**src/rtl/tally_pkg.sv**
```systemverilog
package tally_pkg;
    typedef enum logic [1:0] {
        ST_IDLE    = 2'd0,
        ST_COUNTED = 2'd1,
        ST_BLOCKED = 2'd2
    } pulse_state_e;

    localparam logic [3:0] NIB_MAX = 4'd9;
endpackage

```
**src/rtl/tally_decade.sv**
```systemverilog
module tally_decade
    import tally_pkg::*;
(
    input  logic       clk,
    input  logic       arst_n,
    input  logic       step,
    input  logic       up,
    input  logic       ld,
    input  logic [3:0] ld_nib,
    output logic [3:0] digit,
    output logic [3:0] nxt,
    output logic       term
);
    // term: this decade passes a carry (up) or a borrow (down) to the next one
    assign term = up ? (digit == NIB_MAX) : (digit == 4'd0);

    always_comb begin
        nxt = digit;
        if (ld) begin
            nxt = ld_nib;
        end else if (step) begin
            if (up) nxt = term ? 4'd0 : digit + 4'd1;
            else    nxt = term ? NIB_MAX : digit - 4'd1;
        end
    end

    always_ff @(posedge clk or negedge arst_n) begin
        if (!arst_n) digit <= 4'd0;
        else         digit <= nxt;
    end
endmodule

```
**src/rtl/pulse_edge.sv**
```systemverilog
module pulse_edge #(
    parameter int STAGES = 2
) (
    input  logic clk,
    input  logic rst_n,
    input  logic din,
    output logic level,
    output logic rise,
    output logic fall
);
    logic [STAGES-1:0] sr;
    logic              prev;

    always_ff @(posedge clk or negedge rst_n) begin
        if (!rst_n) begin
            sr   <= '0;
            prev <= 1'b0;
        end else begin
            sr   <= {sr[STAGES-2:0], din};
            prev <= sr[STAGES-1];
        end
    end

    assign level = sr[STAGES-1];
    assign rise  = level & ~prev;
    assign fall  = ~level & prev;
endmodule

```
**src/rtl/clr_release.sv**
```systemverilog
module clr_release #(
    parameter int STAGES = 2
) (
    input  logic clk,
    input  logic arst,
    output logic rel_n
);
    logic [STAGES-1:0] q;

    always_ff @(posedge clk or posedge arst) begin
        if (arst) q <= '0;
        else      q <= {q[STAGES-2:0], 1'b1};
    end

    assign rel_n = q[STAGES-1];
endmodule

```
**src/rtl/decade_tally.sv**
```systemverilog
module decade_tally
    import tally_pkg::*;
#(
    parameter int NUM_DIGITS  = 6,
    parameter int SYNC_STAGES = 2
) (
    input  logic                    clk,
    input  logic                    rst_n,
    input  logic                    clear,
    input  logic                    cnt_in,
    input  logic                    inhibit,
    input  logic                    up_dn,
    input  logic                    load_req,
    input  logic [NUM_DIGITS-1:0]   load_sel,
    input  logic [3:0]              load_nib,
    output logic [4*NUM_DIGITS-1:0] value,
    output logic                    carry,
    output logic                    zero
);
    localparam int W = 4 * NUM_DIGITS;

    pulse_state_e          state_q, state_d;
    logic                  p_level, p_rise, p_fall;
    logic                  step, step_go;
    logic                  clr_arst, rel_n;
    logic                  sel_onehot, nib_ok;
    logic [NUM_DIGITS-1:0] term, en, ld_vec;
    logic [W-1:0]          nxt_val;
    logic                  wrap, nxt_zero;
    logic                  carry_q, zero_q;

    pulse_edge #(.STAGES(SYNC_STAGES)) u_edge (
        .clk   (clk),
        .rst_n (rst_n),
        .din   (cnt_in),
        .level (p_level),
        .rise  (p_rise),
        .fall  (p_fall)
    );

    assign clr_arst = clear | ~rst_n;

    clr_release #(.STAGES(SYNC_STAGES)) u_rel (
        .clk   (clk),
        .arst  (clr_arst),
        .rel_n (rel_n)
    );

    // Load qualification: exactly one strobe bit set and a valid BCD nibble
    assign sel_onehot = (load_sel != '0) && ((load_sel & (load_sel - 1'b1)) == '0);
    assign nib_ok     = (load_nib <= NIB_MAX);

    // State register
    always_ff @(posedge clk or negedge rst_n) begin
        if (!rst_n) state_q <= ST_IDLE;
        else        state_q <= state_d;
    end

    // Next-state logic and the step decision
    always_comb begin
        state_d = state_q;
        step    = 1'b0;
        unique case (state_q)
            ST_IDLE: begin
                if (p_rise) begin
                    if (inhibit) begin
                        state_d = ST_BLOCKED;
                    end else begin
                        state_d = ST_COUNTED;
                        step    = 1'b1;
                    end
                end
            end
            ST_COUNTED: begin
                if (p_fall) state_d = ST_IDLE;
            end
            ST_BLOCKED: begin
                if (p_fall) begin
                    state_d = ST_IDLE;
                end else if (!inhibit) begin
                    state_d = ST_COUNTED;
                    step    = 1'b1;
                end
            end
            default: state_d = ST_IDLE;
        endcase
    end

    assign step_go = step & ~load_req;

    // Decade chain with carry-enable look-ahead
    genvar i;
    generate
        for (i = 0; i < NUM_DIGITS; i++) begin : g_dec
            if (i == 0) begin : g_first
                assign en[i] = step_go;
            end else begin : g_rest
                assign en[i] = en[i-1] & term[i-1];
            end
            assign ld_vec[i] = load_req & sel_onehot & nib_ok & load_sel[i];

            tally_decade u_dec (
                .clk    (clk),
                .arst_n (rel_n),
                .step   (en[i]),
                .up     (up_dn),
                .ld     (ld_vec[i]),
                .ld_nib (load_nib),
                .digit  (value[4*i +: 4]),
                .nxt    (nxt_val[4*i +: 4]),
                .term   (term[i])
            );
        end
    endgenerate

    assign wrap     = &term;
    assign nxt_zero = (nxt_val == '0);

    // Flag register, timed to the pulse
    always_ff @(posedge clk or negedge rst_n) begin
        if (!rst_n) begin
            carry_q <= 1'b0;
            zero_q  <= 1'b0;
        end else if (load_req) begin
            carry_q <= 1'b0;
            zero_q  <= 1'b0;
        end else if (step_go) begin
            carry_q <= wrap;
            zero_q  <= nxt_zero;
        end else if (p_fall) begin
            carry_q <= 1'b0;
            zero_q  <= 1'b0;
        end
    end

    assign carry = carry_q & ~load_req;
    assign zero  = zero_q & ~load_req;
endmodule

```
**config.mk**
```make
export PLATFORM = sky130hd
export DESIGN_NAME = decade_tally
export DESIGN_NICKNAME = d
export VERILOG_FILES = /design/src/rtl/tally_pkg.sv /design/src/rtl/tally_decade.sv /design/src/rtl/pulse_edge.sv /design/src/rtl/clr_release.sv /design/src/rtl/decade_tally.sv
export SDC_FILE = /design/constraint.sdc
export NUM_CORES = 1
export LEC_CHECK = 0
export BUFFER_PORTS_ARGS = -buffer_cell sky130_fd_sc_hd__buf_2
export CORE_UTILIZATION = 40
export DETAILED_ROUTE_END_ITERATION = 7
export GPL_ROUTABILITY_DRIVEN = 0
export GPL_TIMING_DRIVEN = 0
export SLEW_MARGIN = 40
export SYNTH_ARGS = -nofsm -noshare
export SYNTH_HDL_FRONTEND = slang
export SYNTH_SLANG_ARGS = --single-unit
```
**constraint.sdc**
```tcl
create_clock -name clk -period 1.2 [get_ports clk]
set_clock_uncertainty 0.1 [all_clocks]
set_input_delay 0.24 -clock clk [delete_from_list [all_inputs] [get_ports clk]]
set_output_delay 0.24 -clock clk [all_outputs]
set_load 0.05 [all_outputs]
```
==> flow_summary.ini, run 1 <==
[finish]
drive_gt1_share_pct = 47.9
layout.nets = 510
stdcell_count = 573
final_area_um2 = 4720
synthToLayoutAreaGrowth_pct = 58.8
diodes = 0

[cts]
tritoncts = built
h-tree-depth = 2
root_buffer = clkbuf_8
clkSinkCount = 33
cts_buffers = 5
clockBufferDepth = 2
path_clk_slew_ps = 70
clk_latency_ps = 290

[route]
vias = 3269
drc = 0
vias_per_cell = 5.71
ant_nets = 0
drt_first_iter_violations = 195
post_drt_wl_per_cell_um = 17.5
drtPass1Iterations = 7
wl_um = 10000

[setup_path]
cp.arrival_ps = 3130
end_kind = register
cpPeakStageDelay_ps = 550
cpMostUsedCell = buf_4
crit_chain = ha_4, and4b_1, or2_0, buf_4, buf_4, nand4_1, buf_6, nand4b_1, o211ai_2, or4_4, nor4_4, a21bo_1
crit_family = simple AND/OR/NAND/NOR gates
startpoint_type = register
required_ps = 1330
crit_cells = 12
path_class = register to register
crit_slowest_cell = dfrtp_4
crit_path_max_fanout = 8
reg2regPathDepth = 12
cp.buffers_inverters = 3

[timing]
report.final.slew_viol_count = 0
finalSetupViolCount = 47
rsz0062_at_grt = yes
worstMarginPinSlew_ps = 879
max_freq_ghz = 0.333
finalWorstSetupSlack_ps = -1800
max_slew_margin_pct = 41.1
hold_violations = 0
finalCritPeriodShare_pct = 250
layout_min_cycle_time_ps = 3000

[synth]
synth_area_per_cell_um2 = 8.12
ys_ff_latch = 33
ys_dominant_reg_cell = dfrtp_1
async_flop_share_pct = 100
synth_nets = 403
synth_edf_count = 0
synth_cell_type_count = 71
synth_area_um2 = 2970
synth_cells = 366
synth_top_area_share_pct = 27.8
yosysMostFrequentCell = dfrtp_1
synthTopCellsByArea = dfrtp_1 28%, ha_1 8.4%, nand3_1 3.7%
ys_warn_count = 0
yosys.area.top_type = dfrtp_1
synth_common_cells = 33 x dfrtp_1, 28 x nor2_1, 26 x nand2_1, 22 x nand3_1, 21 x inv_1
yosysSeqAreaShare_pct = 27.8

[grt]
grt_pass1_wl_um = 15800
grt_start_max_net_pins = 25
antenna_found_initial = 0
grt.overflow.total = 0
grt_usage_pct = 26.4
grt_pass1_vias = 3179

[placement]
port_buffers = 41
detailed_place_hpwl_um = 6320
dp_cells = 506
place_area_um2 = 3540

[floorplan]
start_util_pct = 41.2
die_area_um2 = 7780
core_area_um2 = 7210
num_io_pins = 43
die_y_um = 88.2
fp-row-count = 31
die_x_um = 88.2

[worst_hold_path]
hold_class = primary input to register
hold_path_depth = 3

[pwr]
power.density_nw_per_um2 = 1770
power_leakage_nw = 1.99
peakVddDrop_v = 0.00125

[outcome]
status = complete, but fails checks
violations = setup timing

[flow_run]
cap_violations = 0
area by class of cell:
class                           count  area [um2]
Timing Repair Buffer               99         928
Fill cell                         596        2490
Tap cell                           99         124
Multi-Input combinational cell    293        2470
Clock inverter                      3        17.5
Sequential cell                    33         860
Inverter                           21        91.3
Clock buffer                        5        68.8
Buffer                             20         159
through the flow:
stage | util, % | setup slack (ps) | setup TNS (ps) | total power, mW | hold slack (ps)
floorplan | - | -1700 | -23430 | 4.75 | -156
global placement | 49.0 | -2080 | -32520 | 5.59 | -13.9
detailed placement | 49.1 | -2000 | -28980 | 5.61 | -14.8
CTS | 59.4 | -1730 | -26430 | 7.51 | 95.6
global route | 65.4 | -1920 | -30510 | 8.80 | 130
finish | 65.4 | -1800 | -28340 | 8.36 | 99.6
cell usage in the layout (no fill, tap or decap), types with 4 or more instances in the layout:
cell	n
nand4b_1	4
buf_2	15
nand2b_1	11
buf_8	11
nand3_1	20
a31oi_1	4
o21ai_1	8
nand2_1	23
ha_4	6
clkbuf_1	7
ha_1	12
o211ai_1	7
a21oi_2	8
nor3_1	5
buf_6	36
mux2i_1	6
clkbuf_8	9
nor2_4	4
o21bai_1	6
o21ai_0	10
o21ai_2	4
inv_2	4
a21oi_1	12
dfrtp_1	10
inv_1	13
nor2b_1	4
buf_4	40
nor2_1	24
dfrtp_2	21
registers in the layout, summed over array words and instances (netlist names):
signal / count
g_dec.u_dec.digit: 24
u_edge.prev: 1
u_rel.q: 2
zero_q: 1
u_edge.sr: 2
carry_q: 1
state_q: 2
layer usage:
| metal | GRT usage, % | vias up | share of wire (%) |
|---|---|---|---|
| li1 | - | 1573 | - |
| met1 | 35.0 | 1585 | 45 |
| met2 | 43.8 | 101 | 48 |
| met3 | 5.22 | 10 | 5.2 |
| met4 | 7.92 | 0 | 1.3 |
| met5 | 0 | - | 0 |
kinds of logic (layout without fill, tap and decap cells):
| family | count (synthesis) | after routing | share of synthesized area, % |
|---|---|---|---|
| AO/OA/AOI/OAI | 105 | 105 | 24.7 |
| multiplexers | 8 | 8 | 2.74 |
| XOR/XNOR | 5 | 5 | 1.47 |
| adder cells (fa/ha/maj) | 20 | 20 | 8.42 |
| other | 1 | 1 | 0.126 |
| flip-flops | 33 | 33 | 27.8 |
| buffers and inverters | 41 | 148 | 5.56 |
| AND/OR/NAND/NOR | 153 | 154 | 29.3 |
report_power, final:
| group | switching (mW) | total (mW) | internal [mW] | leakage, nW |
|---|---|---|---|---|
| clock network | 0.439 | 0.839 | 0.400 | 0.0439 |
| logic | 3.08 | 5.71 | 2.63 | 1.56 |
| registers | 0.410 | 1.81 | 1.40 | 0.387 |
path summary, 6_finish.rpt:
check	start	to	slack, ps
setup / recovery	g_dec[1].u_dec.digit[0]	zero_q	-1800
hold / removal	inhibit	state_q[1]	100
setup reg to reg	g_dec[1].u_dec.digit[0]	zero_q	-1800
hold reg to reg	u_rel.q[1]	g_dec[0].u_dec.digit[0]	170
max in group asynchronous	rst_n	u_rel.q[1]	380
min in group asynchronous	u_rel.q[1]	g_dec[0].u_dec.digit[0]	170
worst min-delay path, delay by kind of cell:
| kind | cells | cell delay [ps] |
|---|---|---|
| AO/OA/AOI/OAI | 1 | 40 |
| AND/OR/NAND/NOR | 1 | 70 |
| buffers and inverters | 1 | 120 |
repair_timing:
item                                    in CTS  in global routing
hold endpoints to repair                    10                  0
pin swaps                                   28                 15
buffers inserted                            28                 27
hold buffers                                 3                  0
resized for setup                          113                 54
gates cloned                                 1                  0
endpoints found under the setup margin      52                 53
Power figures use the tool's default switching activity.
==> inputs of run 2 (changes only) <==
MAX_ROUTING_LAYER = met4   (was default)
==> run 2 against run 1 <==
The flow still finishes with violations (setup timing). Via count is 0.67% higher. Flip-flop and latch count stayed put. First-iteration DRC count increased by 19%. Largest power group unchanged.
==> flow_summary.ini, run 2 (synthesized netlist as in run 1, its figures left out) <==
[outcome]
status = complete, but fails checks
violations = setup timing

[pwr]
p_seq_share_pct = 21.8
power.internal_mw = 4.42
power.density_nw_per_um2 = 1770
power.switching_mw = 3.92
power_leakage_nw = 1.99
sw_frac_of_total_pct = 47.0
power.total_mw = 8.34
pwr-share-clk_pct = 10.0
peakVddDrop_v = 0.00125
pwr-share-comb_pct = 68.2

[route]
wl_um = 10000
vias_per_cell = 5.75
vias = 3291
drc = 0
drtPass1Iterations = 6
post_drt_wl_per_cell_um = 17.6
ant_nets = 0
drt_first_iter_violations = 232

[setup_path]
required_ps = 1330
path_class = register to register
crit_path_max_fanout = 8
end_kind = register
cp.arrival_ps = 3130
startpoint_type = register

[cts]
h-tree-depth = 2
clk_latency_ps = 290
root_buffer = clkbuf_8
clkSinkCount = 33
clockBufferDepth = 2
tritoncts = built
cts_buffers = 5
path_clk_slew_ps = 70

[timing]
max_freq_ghz = 0.334
report.final.slew_viol_count = 0
max_slew_margin_pct = 41.7
hold_violations = 0
finalSetupViolCount = 47
finalWorstSetupSlack_ps = -1800
worstMarginPinSlew_ps = 870
layout_min_cycle_time_ps = 3000
tns_ps = -28350
hold_ws_ps = 100
rsz0062_at_grt = yes
finalCritPeriodShare_pct = 250

[placement]
port_buffers = 41
pre_cts_ws_ps = -2000
detailed_place_hpwl_um = 6320
dp_cells = 506
place_area_um2 = 3540

[grt]
grt_start_max_net_pins = 25
antenna_found_initial = 0
grt_pass1_vias = 3181
grt_usage_pct = 27.4
grt.overflow.total = 0
grt_pass1_wl_um = 15900

[worst_hold_path]
hold_class = primary input to register

[flow_run]
cap_violations = 0

[finish]
final_util_pct = 65.3
synthToLayoutAreaGrowth_pct = 58.5
stdcell_count = 572
most-common-layout-cells = 39 x buf_4, 36 x buf_6, 24 x nor2_1
drive_gt1_share_pct = 47.8
mostFrequentLayoutCell = buf_4
layout.nets = 509
final_area_um2 = 4710
diodes = 0
max_flop_register = g_dec.u_dec.digit
largest_reg_flops = 24

[floorplan]
die_y_um = 88.2
core_area_um2 = 7210
die_x_um = 88.2
fp-row-count = 31
die_area_um2 = 7780
start_util_pct = 41.2
num_io_pins = 43
run 2: cell count changes in the layout (fill, tap and decap cells not counted):
cell   delta
buf_4     -1
run 2: worst max-delay path, stage by stage, from the launching register on:
cell	delay (ps)
dfrtp_4	550
ha_4	180
and4b_1	190
or2_0	230
buf_4	160
buf_4	130
nand4_1	150
buf_6	170
nand4b_1	130
o211ai_2	110
or4_4	500
nor4_4	180
a21bo_1	150
run 2: final timing paths:
check / start / cells after the start / slack [ps] / endpoint
min reg2reg: u_rel.q[1] / 0 / 170 / g_dec[0].u_dec.digit[0]
min in group asynchronous: u_rel.q[1] / 0 / 170 / g_dec[0].u_dec.digit[0]
max in group asynchronous: rst_n / 3 / 380 / u_rel.q[1]
max reg2reg: g_dec[1].u_dec.digit[0] / 12 / -1800 / zero_q
min: inhibit / 3 / 100 / state_q[1]
max: g_dec[1].u_dec.digit[0] / 12 / -1800 / zero_q
run 2: repair_timing:
action / 4_1_cts / 5_1_grt
buffers inserted: 28 / 26
resized for setup: 113 / 54
endpoints found under the setup margin: 52 / 53
hold buffers: 3 / 0
cloned: 1 / 0
hold endpoints to repair: 10 / 0
pin swaps: 28 / 15
run 2: power groups by stage:
stage / Combinational (mW) / Sequential, mW / Clock [mW]
CTS: 4.85 / 1.81 / 0.849
global route: 6.06 / 1.85 / 0.891
global placement: 3.73 / 1.86 / 0
floorplan: 2.20 / 2.55 / 0
finish: 5.69 / 1.82 / 0.836
detailed placement: 3.74 / 1.87 / 0
run 2: routing by layer:
metal	GRT usage (%)	vias up	part of all wire (%)
met5	-	-	0
met4	7.92	0	1.2
met3	4.66	10	4.9
met2	43.7	106	48
met1	35.7	1607	46
li1	-	1568	-
run 2: final cells by class:
cell class                 count  area (um2)
buffer                        20         159
inverter                      21        91.3
clock buffer                   5        68.8
fill                         596        2500
tap                           99         124
multi-input combinational    293        2470
sequential                    33         860
timing repair buffer          98         921
clock inverter                 3        17.5
